## src/rtl/mm_pkg.sv

```systemverilog
package mm_pkg;

    localparam int WIN_BITS = 14;
    localparam int NWIN     = 4;

    typedef logic [1:0] win_t;
    typedef logic [2:0] blk_t;

    typedef enum logic [1:0] {
        FN_PALIDX = 2'b00,
        FN_PALVAL = 2'b01,
        FN_DISP   = 2'b10,
        FN_RAMMAP = 2'b11
    } ctl_fn_e;

    typedef struct packed {
        logic [2:0] bank;
        logic [2:0] layout;
    } map_cfg_t;

    function automatic int blk_bits(input int nbanks);
        return $clog2(4 * (nbanks + 1));
    endfunction

    function automatic int phys_bits(input int nbanks);
        return blk_bits(nbanks) + WIN_BITS;
    endfunction

    function automatic int bank_bits(input int nbanks);
        return (nbanks > 1) ? $clog2(nbanks) : 1;
    endfunction

    // logical block seen in window w under a layout code
    function automatic blk_t layout_block(input logic [2:0] layout, input win_t w);
        blk_t r;
        case (layout)
            3'd0:    r = {1'b0, w};
            3'd1:    r = (w == 2'd3) ? 3'd7 : {1'b0, w};
            3'd2:    r = {1'b1, w};
            3'd3:    r = (w == 2'd1) ? 3'd3 : ((w == 2'd3) ? 3'd7 : {1'b0, w});
            default: r = (w == 2'd1) ? {1'b1, layout[1:0]} : {1'b0, w};
        endcase
        return r;
    endfunction

endpackage

```

## src/rtl/mm_cfg_reg.sv

```systemverilog
module mm_cfg_reg
    import mm_pkg::*;
(
    input  logic       clk,
    input  logic       rst,
    input  logic       ctl_we,
    input  logic [7:0] ctl_data,
    output map_cfg_t   cfg
);

    ctl_fn_e fn;
    logic    take;

    assign fn   = ctl_fn_e'(ctl_data[7:6]);
    assign take = ctl_we && (fn == FN_RAMMAP);

    always_ff @(posedge clk) begin
        if (rst) begin
            cfg <= '0;
        end else if (take) begin
            cfg.layout <= ctl_data[2:0];
            cfg.bank   <= ctl_data[5:3];
        end
    end

    AST_RST_CLEARS: assert property (@(posedge clk) rst |=> (cfg == '0));
    AST_OTHER_FN_IGNORED: assert property (@(posedge clk) disable iff (rst)
        (ctl_we && ctl_data[7:6] != 2'b11) |=> $stable(cfg));
    AST_NO_WRITE_HOLD: assert property (@(posedge clk) disable iff (rst)
        !ctl_we |=> $stable(cfg));

endmodule

```

## src/rtl/mm_window_map.sv

```systemverilog
module mm_window_map
    import mm_pkg::*;
#(
    parameter bit SWAP_EN = 1'b1
) (
    input  logic [2:0] layout,
    input  win_t       win,
    output blk_t       blk
);

    blk_t per_win [NWIN];

    generate
        for (genvar g = 0; g < NWIN; g++) begin : g_win
            if (SWAP_EN) begin : g_swap
                assign per_win[g] = layout_block(layout, win_t'(g));
            end else begin : g_flat
                assign per_win[g] = blk_t'(g);
            end
        end
    endgenerate

    assign blk = per_win[win];

endmodule

```

## src/rtl/mm_bank_resolve.sv

```systemverilog
module mm_bank_resolve
    import mm_pkg::*;
#(
    parameter int NBANKS = 8,
    localparam int RBW   = bank_bits(NBANKS)
) (
    input  logic [2:0]     bank,
    output logic [RBW-1:0] rbank
);

    generate
        if (NBANKS <= 1) begin : g_single
            assign rbank = '0;
        end else if ((NBANKS & (NBANKS - 1)) == 0) begin : g_pow2
            assign rbank = RBW'(bank);
        end else begin : g_mod
            logic [2:0] rem;
            assign rem   = bank % 3'(NBANKS);
            assign rbank = RBW'(rem);
        end
    endgenerate

endmodule

```

## src/rtl/banked_mem_mapper.sv

```systemverilog
module banked_mem_mapper
    import mm_pkg::*;
#(
    parameter int NBANKS = 8
) (
    input  logic                         clk,
    input  logic                         rst,
    input  logic                         ctl_we,
    input  logic [7:0]                   ctl_data,
    input  logic                         lo_rom_en,
    input  logic                         hi_rom_en,
    input  logic [15:0]                  cpu_addr,
    input  logic                         cpu_rd,
    input  logic                         cpu_wr,
    input  logic [15:0]                  vid_addr,
    output logic [phys_bits(NBANKS)-1:0] phys_addr,
    output logic                         ram_rd,
    output logic                         rom_lo_sel,
    output logic                         rom_hi_sel,
    output logic                         ram_we,
    output logic [phys_bits(NBANKS)-1:0] vid_phys
);

    localparam int PBW = blk_bits(NBANKS);
    localparam int PAW = phys_bits(NBANKS);
    localparam int RBW = bank_bits(NBANKS);

    map_cfg_t       cfg;
    win_t           win;
    blk_t           lblk;
    logic [RBW-1:0] rbank;
    logic [PBW-1:0] pblk;
    logic           rom_hit;

    mm_cfg_reg u_cfg (
        .clk      (clk),
        .rst      (rst),
        .ctl_we   (ctl_we),
        .ctl_data (ctl_data),
        .cfg      (cfg)
    );

    assign win = cpu_addr[15:14];

    mm_window_map #(.SWAP_EN(NBANKS > 0)) u_map (
        .layout (cfg.layout),
        .win    (win),
        .blk    (lblk)
    );

    mm_bank_resolve #(.NBANKS(NBANKS)) u_bank (
        .bank  (cfg.bank),
        .rbank (rbank)
    );

    always_comb begin
        if (!lblk[2]) begin
            pblk = PBW'(lblk);
        end else begin
            pblk = PBW'(4) + PBW'({rbank, 2'b00}) + PBW'(lblk[1:0]);
        end
    end

    assign phys_addr  = {pblk, cpu_addr[WIN_BITS-1:0]};
    assign rom_lo_sel = cpu_rd && lo_rom_en && (win == 2'd0);
    assign rom_hi_sel = cpu_rd && hi_rom_en && (win == 2'd3);
    assign rom_hit    = rom_lo_sel || rom_hi_sel;
    assign ram_rd     = cpu_rd && !rom_hit;
    assign ram_we     = cpu_wr;
    assign vid_phys   = PAW'(vid_addr);

    AST_WR_GOES_TO_RAM: assert property (@(posedge clk) disable iff (rst)
        cpu_wr |-> (ram_we && !rom_lo_sel && !rom_hi_sel && !ram_rd));
    AST_ROM_RAM_EXCL: assert property (@(posedge clk) disable iff (rst)
        !(ram_rd && (rom_lo_sel || rom_hi_sel)));
    AST_HI_ROM_TOP_ONLY: assert property (@(posedge clk) disable iff (rst)
        rom_hi_sel |-> (cpu_addr[15:14] == 2'd3));
    AST_IDLE_QUIET: assert property (@(posedge clk) disable iff (rst)
        (!cpu_rd && !cpu_wr) |-> !(ram_rd || ram_we || rom_lo_sel || rom_hi_sel));
    AST_VID_MAIN_RAM: assert property (@(posedge clk) disable iff (rst)
        vid_phys == PAW'(vid_addr));
    AST_OFFSET_KEPT: assert property (@(posedge clk) disable iff (rst)
        phys_addr[13:0] == cpu_addr[13:0]);

    generate
        if (NBANKS == 0) begin : g_no_bank_chk
            AST_NO_BANK_FLAT: assert property (@(posedge clk) disable iff (rst)
                phys_addr[15:14] == cpu_addr[15:14]);
        end
    endgenerate

endmodule

```

## config.mk

```make
export PLATFORM = sky130hd
export DESIGN_NAME = banked_mem_mapper
export DESIGN_NICKNAME = d
export VERILOG_FILES = /design/src/rtl/mm_pkg.sv /design/src/rtl/mm_cfg_reg.sv /design/src/rtl/mm_window_map.sv /design/src/rtl/mm_bank_resolve.sv /design/src/rtl/banked_mem_mapper.sv
export SDC_FILE = /design/constraint.sdc
export NUM_CORES = 1
export LEC_CHECK = 0
export BUFFER_PORTS_ARGS = -buffer_cell sky130_fd_sc_hd__buf_2
export CORE_MARGIN = 1.5
export CORE_UTILIZATION = 30
export CTS_BUF_LIST = sky130_fd_sc_hd__clkbuf_4 sky130_fd_sc_hd__clkbuf_8
export DETAILED_ROUTE_END_ITERATION = 16
export GPL_TIMING_DRIVEN = 0
export PLACE_DENSITY = 0.79
export SLEW_MARGIN = 5
export SYNTH_ARGS = -nofsm -noshare
export SYNTH_HDL_FRONTEND = slang
export SYNTH_SLANG_ARGS = --single-unit
```

## constraint.sdc

```tcl
create_clock -name clk -period 1.1 [get_ports clk]
set_input_delay 0.22 -clock clk [delete_from_list [all_inputs] [get_ports clk]]
set_output_delay 0.22 -clock clk [all_outputs]
set_load 0.005 [all_outputs]
```

; Word level (Yosys, flattened, before mapping)
; Cells that the tools add are included.
[word_totals]
regBits = 6
inputBits = 47
out_inout_bits = 44
word_cells = 31
[op_classes]
add_sub_neg = 2
n_lt_le_gt_ge = 1
n_eq_ne = 5
mux = 8
bitwise = 1
reduce_logical = 12
[ops]
columns = cell, count
row1 = 3-bit two-way mux, 5
row2 = 3-bit case mux with 3 select lines, 1
row3 = "3-bit by 5-bit adder with 6-bit output, first input constant", 1
row4 = 6-bit by 2-bit adder with 6-bit output, 1
row5 = 3-bit binary-select mux with 2-bit select, 1
row6 = "3-bit by 2-bit equality test with 1-bit output, second input constant", 2
row7 = 1-bit logical AND, 6
row8 = 6-bit two-way mux, 1
row9 = "2-bit equality test, second input constant", 2
row10 = "3-bit by 1-bit equality test with 1-bit output, second input constant", 1
row11 = "3-bit >= comparator, second input constant", 1
row12 = 3-bit logical NOT, 1
row13 = 2-bit inverter with 3-bit output, 1
row14 = 3-bit OR reduction, 1
row15 = 2-bit logical NOT, 1
row16 = 2-bit OR reduction, 1
row17 = 1-bit logical NOT, 1
row18 = 1-bit logical OR, 1

; Depth between registers and ports, before layout
; Gate-level depths: netlist of run 1.
[depth]
ltp_word = 8
depth_mapped = 4
mapped_depth_nobuf = 3

; By module
; Synthesis of run 1 repeated with hierarchy kept, for this count alone.
[unflattened]
hier_cells = 86
area_unflattened_um2 = 704.4
[modules_own_cells]
columns = module, n_inst, cells_each, area_each_um2, seq_area_each_um2
row1 = banked_mem_mapper, 1, 48, 354.1, 0.0
row2 = mm_cfg_reg, 1, 27, 276.5, 120.1
row3 = mm_window_map, 1, 8, 51.3, 0.0
row4 = mm_bank_resolve, 1, 3, 22.5, 0.0

; Least setup slack after synthesis of run 1
; Ideal clock, no wire load.
[synth_timing]
path_type = register -> output
start = reg u_cfg.cfg[0] (netlist name)
end = out phys_addr[19]
t_arrival_ns = 0.862
required_time_ns = 0.880
path_slack_ns = 0.018
path_stages_with_launch = 4
n_path_buf = 0
cell_sequence = dfxtp_1 nor2b_1 a311oi_2 nor3_1
[synth_via]
elab_chain_len = 8
word_cells_on_any_way = 15
classes_between = 1 x add/sub / 3 x eq/ne / 8 x mux / 3 x reduce/logical
[synth_rtl]
columns = element, line_no
row1 = 3-bit by 1-bit equality test with 1-bit output / 3-bit logical NOT (equally long branches), mm_pkg.sv:36  ; case (layout)
row2 = 2-bit OR reduction (no line), -
row3 = 3-bit case mux with 3 select lines, mm_pkg.sv:36
row4 = 3-bit binary-select mux with 2-bit select *, mm_window_map.sv:23  ; assign blk = per_win[win];
row5 = 3-bit two-way mux (not written as such) * (2 in a row), mm_window_map.sv:23
row6 = 6-bit by 2-bit adder with 6-bit output, banked_mem_mapper.sv:60  ; pblk = PBW'(4) + PBW'({rbank, 2'b00}) + PBW'(lblk[1:0]);
row7 = 6-bit two-way mux *, banked_mem_mapper.sv:57  ; if (!lblk[2]) begin
row8 = "end, declared", banked_mem_mapper.sv:16  ; output logic [phys_bits(NBANKS)-1:0] phys_addr,
; Mark *: on every way between the ends. The rest lies on a longest branch, timed or not. The select of a mux whose other input is x is not followed.

; Worst setup path after layout of run 1
[layout_timing]
start = reg u_cfg.cfg[1] (netlist name)
end = out phys_addr[16]
[layout_via]
elab_chain_len = 8
word_cells_on_any_way = 15
classes_between = 1 x add/sub / 3 x eq/ne / 8 x mux / 3 x reduce/logical
[layout_rtl]
columns = element, line_no
row1 = 3-bit by 1-bit equality test with 1-bit output / 3-bit logical NOT (equally long branches), mm_pkg.sv:36
row2 = 2-bit OR reduction (no line), -
row3 = 3-bit case mux with 3 select lines, mm_pkg.sv:36
row4 = 3-bit binary-select mux with 2-bit select *, mm_window_map.sv:23
row5 = 3-bit two-way mux (not written as such) * (2 in a row), mm_window_map.sv:23
row6 = 6-bit by 2-bit adder with 6-bit output, banked_mem_mapper.sv:60
row7 = 6-bit two-way mux *, banked_mem_mapper.sv:57
; Marks and branches as above.

==> results.txt, run 1 <==
- Prior to clock tree synthesis, the placed netlist has a worst setup slack of -0.1887 ns.
- For this design, the sink count on the clock tree is 6.
* Fill cell count: 177
- In the global route stage, overall resource usage came out at 12.34%.
- The critical path goes through nor2b_4 -> a311oi_4 -> nor3_1 -> buf_2.
- The die is 47.98 µm wide.
* Total chip power: 0.6960 mW
* Violations in the final reports: setup timing
- The die covers 2302 µm².
- Together, buffers and inverters on the worst path number 1.
* Total power per unit cell area: 681.7 nW/µm²
- Cells with a size suffix above 1 make up 73.97% of the layout.
- The total area inside the core boundary comes to 1942 µm².
* Routed WL: 1604 µm
- Min Clock Period, post-route: 1.414 ns
* Count of nets after finishing: 196
* Antenna violations before repair: 0
- In this run the number of H-tree levels came out at 1.
- The detailed router placed 730 vias in this run.
- Unrepaired setup endpoints after global routing: yes
- Final global-route overflow total: 0
- Highest-count cells in the layout ignoring fill and taps: sky130_fd_sc_hd__buf_2 (56), sky130_fd_sc_hd__buf_4 (37), sky130_fd_sc_hd__nand2_1 (14)
* Number of diodes: 0
- The largest individual stage delay along the critical path comes from the cell sky130_fd_sc_hd__dfxtp_2.
- Number of enable flip-flop cells after synthesis: 0
* Starting density of the core: 31.25%
- Total CTS buffers: 3
- Maximum number of pins on one net before global-route repair: 7
- After detailed routing, the number of remaining DRC violations is 0.
* Clock skew after layout: 0 ns
- Dividing the detail-routed wire length by the instance count gives 9.272 µm.
- Biggest regs: u_cfg.cfg x6
* Fraction of synthesized cell area taken by the top area cell type: 43.30%
- Proportion of synthesized chip area in sequential cells: 19.79%
* Flip-flop and latch area: 127.6 µm²
* Synthesized area per cell: 7.400 µm²
- The final number of max-transition violations is 0.
- Mean number of vias per cell: 4.220
- Clock transition at path regs: 0.05 ns
- Synthesis handed over a netlist of 82 instances.
* Top Family by Delay on Critical Path: flip-flops
- Hold violation total from the final report: 0
- For the worst setup path, the data arrival time is 1.19 ns.
- The area growth from synthesis to layout is 68.25%.
* Worst hold path depth: 2
* Peak VDD IR: 0.0003909 V
- Dominant cells by area after synthesis: sky130_fd_sc_hd__buf_4 (43%), sky130_fd_sc_hd__dfxtp_1 (20%), sky130_fd_sc_hd__nand2_1 (8.7%)
* Setup Viol. Count Final: 6
- Drt first-iter violations: 7
- Buffers inserted to repair hold after CTS numbered 0.
- The clock passes through at most 2 buffers.
* Area of the mapped netlist: 606.8 µm²
- TritonCTS built the clock tree.
- In this run the worst hold path is classified as input pin to flip-flop.
- The register with the most flip-flops in the layout has 6 of them.
* CP required: 0.88 ns
- In the post-route analysis, the smallest setup slack over all paths is -0.3144 ns.
- Kind of capture point of the worst setup path: output pin
- Of all nets on the critical path, the largest fanout is 4.
- In the finished design, the share of the clock period the worst path needs comes to 128.6%.
- Final weighted congestion in routability-driven placement: 0.7100
- Cell depth of the worst setup path: 4
* Die extent in y: 47.98 µm
* Status: complete, but fails checks
* Source-to-sink clock delay at the later pin of the worst-skew pair: 0.24 ns
- STA classifies the critical path startpoint as a flip-flop.
- HPWL after detailed placement: 1307 µm
- In the synthesized netlist the dominant register cell turns out to be sky130_fd_sc_hd__dfxtp_1.
- Biggest area consumer among synthesized cells: sky130_fd_sc_hd__buf_4
- Derived from the worst setup path, the maximum achievable clock frequency is 707.0 MHz.
- Count of buffers from port buffering: 55
* Count of cell types in the netlist: 19
* Register name with the most flops: u_cfg.cfg
- First-pass detailed-route iteration total: 4
- Number of core rows: 16
- After synthesis, the share of flip-flops with an asynchronous set or reset is 0%.
- Vias in the first global route: 507
* Number of warnings reported in the yosys synthesis log: 0
- I/O pin count: 91
- Synthesis-stage register bit count: 6
- Most common cell after layout, fill and taps aside: sky130_fd_sc_hd__buf_2
- The detail route stage leaves a number of antenna-violating nets equal to 0.
* Master cell of the clock root buffer: sky130_fd_sc_hd__clkbuf_4
- Start-to-end type of the worst setup path: flip-flop to output pin
- Leak: 0.5749 nW
* First-pass GRT wire length: 1952 µm
- Path depth of the worst reg2reg path: 3
* Number of violations of the max-capacitance limit: 0
- Area used by multi-input combinational logic: 264.0 µm²
- For this run, the slowest stage of the critical path takes 0.31 ns.
logic make-up after synthesis:
group / share of synthesized area (%)
AND/OR/NAND/NOR: 20.21
buffers and inverters: 44.74
adder cells (fa/ha/maj): 2.062
other: 0.6180
XOR/XNOR: 1.444
flip-flops: 19.79
AO/OA/AOI/OAI: 11.13
path summary, 6_finish.rpt:
kind / startpoint / end / slack [ns]
min: rst / u_cfg.cfg[3] / 0.20
min reg2reg: u_cfg.cfg[3] / u_cfg.cfg[3] / 0.48
max: u_cfg.cfg[1] / phys_addr[16] / -0.31
max reg2reg: u_cfg.cfg[1] / u_cfg.cfg[1] / 0.41
report_power, final:
group	switching (mW)	internal, mW	leakage [nW]
logic	0.0915	0.169	0.510
clock network	0.0788	0.123	0.0138
registers	0.00829	0.225	0.0509
Yosys cell counts, types with 2 or more instances:
master                      n
sky130_fd_sc_hd__nand3_1    2
sky130_fd_sc_hd__nor3b_1    2
sky130_fd_sc_hd__nor3_1     4
sky130_fd_sc_hd__dfxtp_1    6
sky130_fd_sc_hd__nand2_1   14
sky130_fd_sc_hd__buf_4     35
sky130_fd_sc_hd__a21oi_1    6
sky130_fd_sc_hd__a21boi_1   2
layout make-up:
cell class | count | area share, %
Tap cell | 27 | 3.309
Timing Repair Buffer | 58 | 29.53
Clock buffer | 3 | 2.206
Inverter | 1 | 0.3676
Sequential cell | 6 | 12.50
Buffer | 36 | 26.23
Multi-Input combinational cell | 42 | 25.86
routing by layer:
layer / global-route usage (%) / vias up / part of all wire [%]
met1: 12.72 / 299 / 34
met3: 3.019 / 2 / 14
met2: 23.47 / 70 / 51
met4: 4.865 / 0 / 1.2
met5: 0 / - / 0
li1: - / 359 / -
timing repair:
action | 4_1_cts | 5_1_grt
resized for setup | 9 | 5
pin swaps | 8 | 3
gates cloned | 0 | 0
setup endpoints to repair | 6 | 7
setup buffers | 1 | 2
metrics by stage:
stage / utilization, % / instances / setup TNS (ns) / hold slack (ns) / instance area, µm²
final: 52.58 / 173 / -1.623 / 0.1972 / 1021
after global routing: 52.58 / 173 / -1.917 / 0.2268 / 1021
after CTS: 50.84 / 171 / -1.280 / 0.1994 / 987.2
after detailed placement: 47.74 / 167 / -0.7070 / 0.4619 / 927.1
after global placement: 47.74 / 167 / -0.5437 / 0.4498 / 927.1
after floorplan: - / 85 / 0 / 0.2891 / 618.1
No activity file was read; power rests on OpenSTA's default activity.
==> inputs of run 2 (changes only) <==
- ABC_AREA: unset -> 1
- PLACE_DENSITY: 0.79 -> 0.78
==> results.txt, run 2 <==
- The relative contribution of combinational cells to total power was 38.4% (+0.9 points).
* Worst EP arrival: 1.08 ns (-0.11 ns)
- Path depth of the worst reg2reg path: 3 (unchanged)
- Peak VDD IR: 0.0005049 V (+29%)
- Area of the mapped netlist: 620.6 µm² (+2.3%)
* Final max-slew violation count: 0 (unchanged)
- Fill cell count: 210 (+19%)
* Minimum setup slack in the final design: -0.2023 ns (+0.1121 ns)
* Fraction of the mapped netlist area in compound gates: 10.89% (-0.25 points)
* Synthesized area per cell: 7.133 µm² (-3.6%)
- The worst hold path belongs to the class input pin to flip-flop.
- Count of cell types in the netlist: 17 (-2)
- The multiplexer fraction of the synthesized cell area was 0% (unchanged).
- Antenna violation net count after detailed routing: 0 (unchanged)
- The worst setup path is captured at an output pin.
- The proportion of power drawn by flip-flops and latches was 33.8% (+0.3 points).
- The die extent in x came to 48.48 µm (+1.1%).
- Synthesis-stage register bit count: 6 (unchanged)
- HPWL after detailed placement: 1440 µm (+10%)
- After synthesis, the most frequently instantiated cells are sky130_fd_sc_hd__buf_4 (35), sky130_fd_sc_hd__nand2_1 (11), sky130_fd_sc_hd__a21oi_1 (10), sky130_fd_sc_hd__dfxtp_1 (6), sky130_fd_sc_hd__nand4_1 (6).
- Worst hold path depth: 2 (unchanged)
- R2R setup slack: 0.36 ns (-0.05 ns)
* Mean number of vias per cell: 4.305 (+2.0%)
* Biggest area consumer among synthesized cells: sky130_fd_sc_hd__buf_4
- The number of enable flip-flop cells after synthesis is 0 (unchanged).
- The reported net switching power came to 0.1800 mW (+0.80%).
* Clock transition at path regs: 0.04 ns (about the same)
* Count of buffers from port buffering: 55 (unchanged)
- The number of cells in the design after placement was 172 (+3.0%).
- The combined global-route utilization of all metal layers is 14.26% (+1.9 points).
- Hold-fix buffers, CTS: 0 (unchanged)
- Post-Layout Cell Count: 177 (+2.3%)
* Number of warnings reported in the yosys synthesis log: 0 (unchanged)
- Routed WL: 1735 µm (+8.2%)
* Source of the worst register-to-register timing path: u_cfg.cfg[3]
- By area, the combinational part of the netlist is dominated by buffers and inverters.
* Register name with the most flops: u_cfg.cfg
* Final weighted congestion in routability-driven placement: 0.6807 (-4.1%)
* Total chip power: 0.6922 mW (-0.55%)
- Synth-to-layout area growth: 65.93%
- Most common cell after layout, fill and taps aside: sky130_fd_sc_hd__buf_2
* Starting density of the core: 31.63% (+0.38 points)
- Area used by multi-input combinational logic: 280.3 µm² (+6.2%)
* Max reg flops: 6 (unchanged)
* Placeable core area: 1962 µm² (+1.0%)
- The final period demand of the worst path came to 1.302 ns (-0.1121 ns).
- Worst R2R End: u_cfg.cfg[3]
* Number of sinks handled by clock tree synthesis: 6 (unchanged)
* Total power per unit cell area: 672.2 nW/µm² (-1.4%)
* CP required: 0.88 ns (about the same)
- The number of buffers on the longest clock path is 2 (unchanged).
- The share of total power consumed by net switching is 26.00% (+0.35 points).
* Final-layout worst hold slack: 0.2108 ns (+0.01359 ns)
- Total CTS buffers: 3 (unchanged)
* Main synth FF type: sky130_fd_sc_hd__dfxtp_1
* Clock skew after layout: 0 ns (unchanged)
- Int Pwr: 0.5122 mW (-1.0%)
- Setup Viol. Count Final: 6 (unchanged)
* Number of violations of the max-capacitance limit: 0 (unchanged)
- The H-tree level count came to 1 (unchanged).
- The post-route core utilization came to 52.49% (-0.090 points).
- The leakage power figure came to 0.5554 nW (-3.4%).
- In the post-synthesis netlist, the biggest area contributors are sky130_fd_sc_hd__buf_4 (42%), sky130_fd_sc_hd__dfxtp_1 (19%), sky130_fd_sc_hd__a21oi_1 (8.1%).
- The first-pass GRT wire length came to 2753 µm (+41%).
- The number of search-and-repair iterations in the first detailed-routing pass came to 4 (unchanged).
* Number of diodes: 0 (unchanged)
* Endpoint of the worst hold path: u_cfg.cfg[0]
- Setup Slack @ Placement: -0.0005874 ns (+0.1882 ns)
- Gate count of the mapped netlist: 87 (+6.1%)
- The tree is rooted in a sky130_fd_sc_hd__clkbuf_4.
* Maximum number of pins on one net before global-route repair: 8 (+1)
- The timing-limited maximum frequency was 767.9 MHz (+8.6%).
- CTS tree: built
* Drt first-iter violations: 15 (+8)
* Cell with the most instances after synthesis: sky130_fd_sc_hd__buf_4
- Leaving out fill and tap cells, the most frequent cells in the layout are sky130_fd_sc_hd__buf_2 (55), sky130_fd_sc_hd__buf_4 (37), sky130_fd_sc_hd__nand2_1 (11).
- The number of global-route vias before repair came to 687 (+36%).
- The aggregate global routing overflow was 0 (unchanged).
- Violations in the final reports: setup timing
- The share of Yosys cell area claimed by the top area cell type came to 42.34% (-0.96 points).
* Die extent in y: 48.48 µm (+1.1%)
- Average wire per cell in the routed design: 9.802 µm (+5.7%)
* I/O pin count: 91 (unchanged)
* Biggest regs: u_cfg.cfg x6
* Residual DRC count: 0 (unchanged)
- Number of core rows: 16 (unchanged)
- The simple-gate area share of the yosys netlist came to 21.57% (+1.4 points).
- Fraction of registers with async set or reset after synthesis: 0% (unchanged)
* Status: complete, but fails checks
- Count of nets after finishing: 200 (+2.0%)
- Proportion of synthesized chip area in sequential cells: 19.35% (-0.44 points)
- The clock latency on the worst-skew pair came to 0.24 ns (about the same).
- The area used by sequential logic in the layout is 128.9 µm² (+0.98%).
- The routed via count was 762 (+4.4%).
* Hold violation total from the final report: 0 (unchanged)
- The maximum net fanout on the critical path was 5 (+1).
- In this run the most critical hold path is launched from rst.
- Share of synthesized cell area in full adder, half adder and majority cells: 2.016% (-0.046 points)
- The xor and xnor fraction of the mapped netlist area is 1.411% (-0.032 points).
* Fraction of final layout cells sized beyond drive strength 1: 75.33% (+1.4 points)
- Setup repair after global routing could not meet its margin everywhere.
- STA classifies the critical path startpoint as a flip-flop.
* Period utilization: 118.4% (-10 points)
- The worst setup path is of the flip-flop to output pin kind.
* Antenna violations before repair: 0 (unchanged)
- The clock network fraction of total power came to 27.9% (-1.1 points).
- The area of the die was 2350 µm² (+2.1%).
==> run 2: changes by cell type in the layout (fill, tap and decap cells not counted), moves of 2 or more <==
cell / previous run / this run
sky130_fd_sc_hd__nand2_2: 0 / 2
sky130_fd_sc_hd__nand3_2: 0 / 2
sky130_fd_sc_hd__o21ai_0: 0 / 2
sky130_fd_sc_hd__nor2_1: 0 / 2
sky130_fd_sc_hd__nor3_1: 3 / 1
sky130_fd_sc_hd__nand4_1: 0 / 6
sky130_fd_sc_hd__nand2_1: 14 / 11
sky130_fd_sc_hd__a21oi_2: 0 / 4
==> run 2: through the flow <==
step                      cell area, µm²  setup TNS [ns]
after floorplan                    631.9               0
after detailed placement           940.9      -0.0005874
after CTS                           1003         -0.9061
after global routing                1030          -1.347
final                               1030         -0.9327
after global placement             940.9     -0.00003725
==> run 2: logic make-up after synthesis <==
logic type / after synthesis
AND/OR/NAND/NOR: 27
adder cells (fa/ha/maj): 1
flip-flops: 6
XOR/XNOR: 1
other: 1
AO/OA/AOI/OAI: 13
buffers and inverters: 38
==> run 2: worst max-delay path by stage <==
stage | start | endpoint | slack [ns] | cells after the start
after floorplan | u_cfg.cfg[3] | phys_addr[18] | 0.12 | 3
after global placement | u_cfg.cfg[3] | phys_addr[18] | -0.00004 | 4
after detailed placement | u_cfg.cfg[3] | phys_addr[17] | -0.0006 | 4
after CTS | u_cfg.cfg[0] | phys_addr[19] | -0.19 | 5
after global routing | u_cfg.cfg[0] | phys_addr[16] | -0.27 | 5
final | u_cfg.cfg[0] | phys_addr[16] | -0.20 | 5
==> run 2: worst max-delay path, cell delays in order, from the launching register on <==
cell	delay, ns
sky130_fd_sc_hd__dfxtp_4	0.36
sky130_fd_sc_hd__nor2_2	0.05
sky130_fd_sc_hd__nor2_2	0.08
sky130_fd_sc_hd__nand2_2	0.10
sky130_fd_sc_hd__a21oi_2	0.13
sky130_fd_sc_hd__buf_2	0.13
==> run 2: routing by layer <==
| layer | share of wire [%] | vias to the layer above | global-route usage [%] |
|---|---|---|---|
| li1 | - | 376 | - |
| met1 | 37 | 336 | 15.93 |
| met2 | 51 | 50 | 25.69 |
| met3 | 11 | 0 | 4.321 |
| met4 | 0 | 0 | 4.762 |
| met5 | 0 | - | 0 |
==> run 2: power by group through the flow <==
stage                     Clock [mW]  Combinational (mW)  Sequential, mW
final                          0.193               0.266           0.234
after floorplan                    0               0.140           0.235
after detailed placement           0               0.253           0.237
after global routing           0.217               0.290           0.235
after global placement             0               0.245           0.236
after CTS                      0.204               0.261           0.235
==> run 2: layout make-up <==
| type | count | share of cell area (%) |
|---|---|---|
| plain buffers | 35 | 25.52 |
| clock buffers | 3 | 2.187 |
| inverters | 3 | 1.094 |
| multi-input cells | 46 | 27.22 |
| flip-flops and latches | 6 | 12.52 |
| well taps | 27 | 3.281 |
| repair buffers | 57 | 28.19 |
==> run 2: repair_timing <==
item | in CTS | in global routing
pin swaps | 2 | 0
buffers inserted | 2 | 0
endpoints found under the setup margin | 6 | 6
gates resized for setup | 9 | 6
==> inputs of run 3 (changes only) <==
- CELL_PAD_IN_SITES_DETAIL_PLACEMENT: unset -> 1
- CELL_PAD_IN_SITES_GLOBAL_PLACEMENT: unset -> 2
- CORE_UTILIZATION: 30 -> 12
- PLACE_DENSITY: 0.78 -> 0.76
==> results.txt, run 3 (synthesis results as in run 2) <==
* Maximum cell stage delay along the critical path: 0.33 ns (-0.03 ns)
- The signal on the critical path passes through ha_4 -> xnor2_1 -> a21oi_1 -> buf_2.
* Count of nets after finishing: 203 (+1.5%)
- Highest Clock Rate: 771.5 MHz (+0.46%)
* Kind of capture point of the worst setup path: output pin
* Placeable core area: 4848 µm² (+150%)
- The final worst-path cycle share was 117.8% (-0.55 points).
* Number of sinks handled by clock tree synthesis: 6 (unchanged)
- The vertical die dimension was 74.92 µm (+55%).
- Switch share: 24.80% (-1.2 points)
* Hold-fix buffers, CTS: 0 (unchanged)
* Vias in the first global route: 649 (-5.5%)
* Final global-route overflow total: 0 (unchanged)
- CP required: 0.88 ns (about the same)
- Routed WL: 1916 µm (+10%)
* Worst EP arrival: 1.08 ns (about the same)
- The final count of negative-setup-slack endpoints is 6 (unchanged).
- The clock latency on the worst-skew pair is 0.22 ns (-0.02 ns).
- In this run the worst setup path begins at u_cfg.cfg[4].
- The number of flip-flops under the largest register name came to 6 (unchanged).
- The design internal power was 0.6270 mW (+22%).
* Final max-slew violation count: 0 (unchanged)
- In the layout the commonest cells are sky130_fd_sc_hd__buf_2 (55), sky130_fd_sc_hd__buf_4 (40), sky130_fd_sc_hd__nand2_1 (11).
- Residual DRC count: 0 (unchanged)
* Startpoint of the tightest hold check path: rst
- Number of diodes: 0 (unchanged)
* Antenna violation net count after detailed routing: 0 (unchanged)
- Post-Layout Cell Count: 220 (+24%)
- The worst hold slack is 0.2357 ns (+0.02498 ns).
* Clock transition at path regs: 0.04 ns (about the same)
- Clock tree synthesis selected as its root buffer the cell sky130_fd_sc_hd__clkbuf_8.
* Peak VDD IR: 0.0002788 V (-45%)
- Final weighted congestion in routability-driven placement: 0.6666 (-2.1%)
- Leak: 0.5801 nW (+4.4%)
- The number of antenna violations at the first check in global routing was 0 (unchanged).
- CTS tree: built
- Startpoint type of the worst setup path: flip-flop
- Part of the power in registers: 27.9% (-5.9 points)
- First-pass GRT wire length: 2691 µm (-2.3%)
- The library cell used most frequently in the layout, excluding fill and tap cells, is sky130_fd_sc_hd__buf_2.
* Average wire per cell in the routed design: 8.709 µm (-11%)
- The footprint of the multi-input gates is 269.0 µm² (-4.0%).
- I/O pin count: 91 (unchanged)
* Number of core rows: 25 (+9)
- Level count of the clock H-tree: 1 (unchanged)
* DP Cell Count: 212 (+23%)
* Total CTS buffers: 3 (unchanged)
- Overall routing resource usage: 6.253% (-8.0 points)
* Total power per unit cell area: 749.5 nW/µm² (+11%)
- The clock network fraction of total power came to 39.7% (+12 points).
- The number of violations of the max-capacitance limit came to 0 (unchanged).
* R2R setup slack: 0.38 ns (+0.02 ns)
- The ratio of cells with drive above 1 in the final layout came to 74.51% (-0.82 points).
- Status: complete, but fails checks
- Violations in the final reports: setup timing
- The effective utilization at floorplan is 12.80% (-19 points).
- The maximum net fanout on the critical path is 2 (-3).
- Post-route core utilization: 22.94% (-30 points)
- The die extent in x came to 74.92 µm (+55%).
* Net switching power: 0.2067 mW (+15%)
- The startpoint identified for the worst register-to-register timing path is u_cfg.cfg[4].
- Compared with the post-synthesis result, the final layout area differs by 79.23%.
- The number of buffers on the longest clock path came to 2 (unchanged).
* Worst min-delay path category: input pin to flip-flop
- The area of the die was 5612 µm² (+140%).
- The overall power was 0.8337 mW (+20%).
* Min Clock Period, post-route: 1.296 ns (-0.006004 ns)
* Minimum setup slack in the final design: -0.1963 ns (+0.006004 ns)
- Unrepaired setup endpoints after global routing: yes
- First-pass detailed-route iteration total: 3 (-1)
* Portion of total power attributed to combinational logic: 32.4% (-6.0 points)
- Drt first-iter violations: 13 (-2)
- Clock skew after layout: 0 ns (unchanged)
* Worst-path cell with the longest stage delay: sky130_fd_sc_hd__dfxtp_2
* Biggest regs: u_cfg.cfg x6
- The count of fill cells added during filler insertion is 621 (+200%).
- Count of buffers from port buffering: 55 (unchanged)
* HPWL after detailed placement: 1575 µm (+9.3%)
* Hold violation total from the final report: 0 (unchanged)
- By startpoint and endpoint, the worst setup path is classified as flip-flop to output pin.
- Vias: 764 (+0.26%)
- More flip-flops sit in one register than any other, and that register is u_cfg.cfg.
* Maximum number of pins on one net before global-route repair: 8 (unchanged)
* Flip-flop and latch area: 131.4 µm² (+1.9%)
* Mean number of vias per cell: 3.473 (-19%)
==> run 3: cell count changes in the layout (fill, tap and decap cells not counted), moves of 2 or more <==
cell                       change
sky130_fd_sc_hd__a21oi_2       -2
sky130_fd_sc_hd__buf_4         +3
sky130_fd_sc_hd__clkbuf_8      +3
sky130_fd_sc_hd__a21oi_1       +2
sky130_fd_sc_hd__clkbuf_4      -3
==> run 3: worst paths after layout <==
path              endpoint  cells after the start
max          phys_addr[18]                      4
min           u_cfg.cfg[1]                      2
max reg2reg   u_cfg.cfg[4]                      3
min reg2reg   u_cfg.cfg[5]                      2
==> run 3: final cells by class <==
| cell class | count | area share (%) |
|---|---|---|
| tap | 67 | 7.537 |
| timing repair buffer | 60 | 28.12 |
| inverter | 3 | 1.012 |
| sequential | 6 | 11.81 |
| buffer | 35 | 23.62 |
| multi-input combinational | 46 | 24.18 |
| clock buffer | 3 | 3.712 |
==> run 3: worst max-delay path, delay by kind of cell, from the launching register on <==
family / cells / cell delay, ns
AOI/OAI and AO/OA: 1 / 0.12
xor gates and xnor gates: 1 / 0.12
adders and majority gates: 1 / 0.15
buffers and inverters: 1 / 0.13
DFF: 1 / 0.33
==> run 3: power by group through the flow <==
stage	logic, mW	registers, mW	clock network (mW)
floorplan	0.140	0.235	0
global placement	0.250	0.237	0
detailed placement	0.255	0.237	0
CTS	0.267	0.236	0.335
global route	0.303	0.234	0.350
finish	0.270	0.232	0.331
==> run 3: per-layer routing <==
metal / track usage [%] / up-vias / share of wire [%]
li1: - / 382 / -
met1: 8.741 / 317 / 47
met2: 8.555 / 63 / 36
met3: 2.811 / 2 / 15
met4: 1.818 / 0 / 0.99
met5: 0 / - / 0
==> run 3: stage by stage <==
stage / area [µm²] / setup WS (ns) / TNS (ns)
after floorplan: 631.9 / 0.1181 / 0
after global placement: 991.0 / -0.03458 / -0.05934
after detailed placement: 991.0 / -0.01527 / -0.01527
after CTS: 1086 / -0.1841 / -0.9400
after global routing: 1112 / -0.2743 / -1.390
final: 1112 / -0.1963 / -0.9196
==> run 3: timing repair <==
action                                 in CTS  in global routing
setup buffers                               3                  2
resized for setup                          12                  4
pin swaps                                   1                  2
setup endpoints to repair                   6                  6
endpoints found under the hold margin       0                  0
cloned                                      0                  0
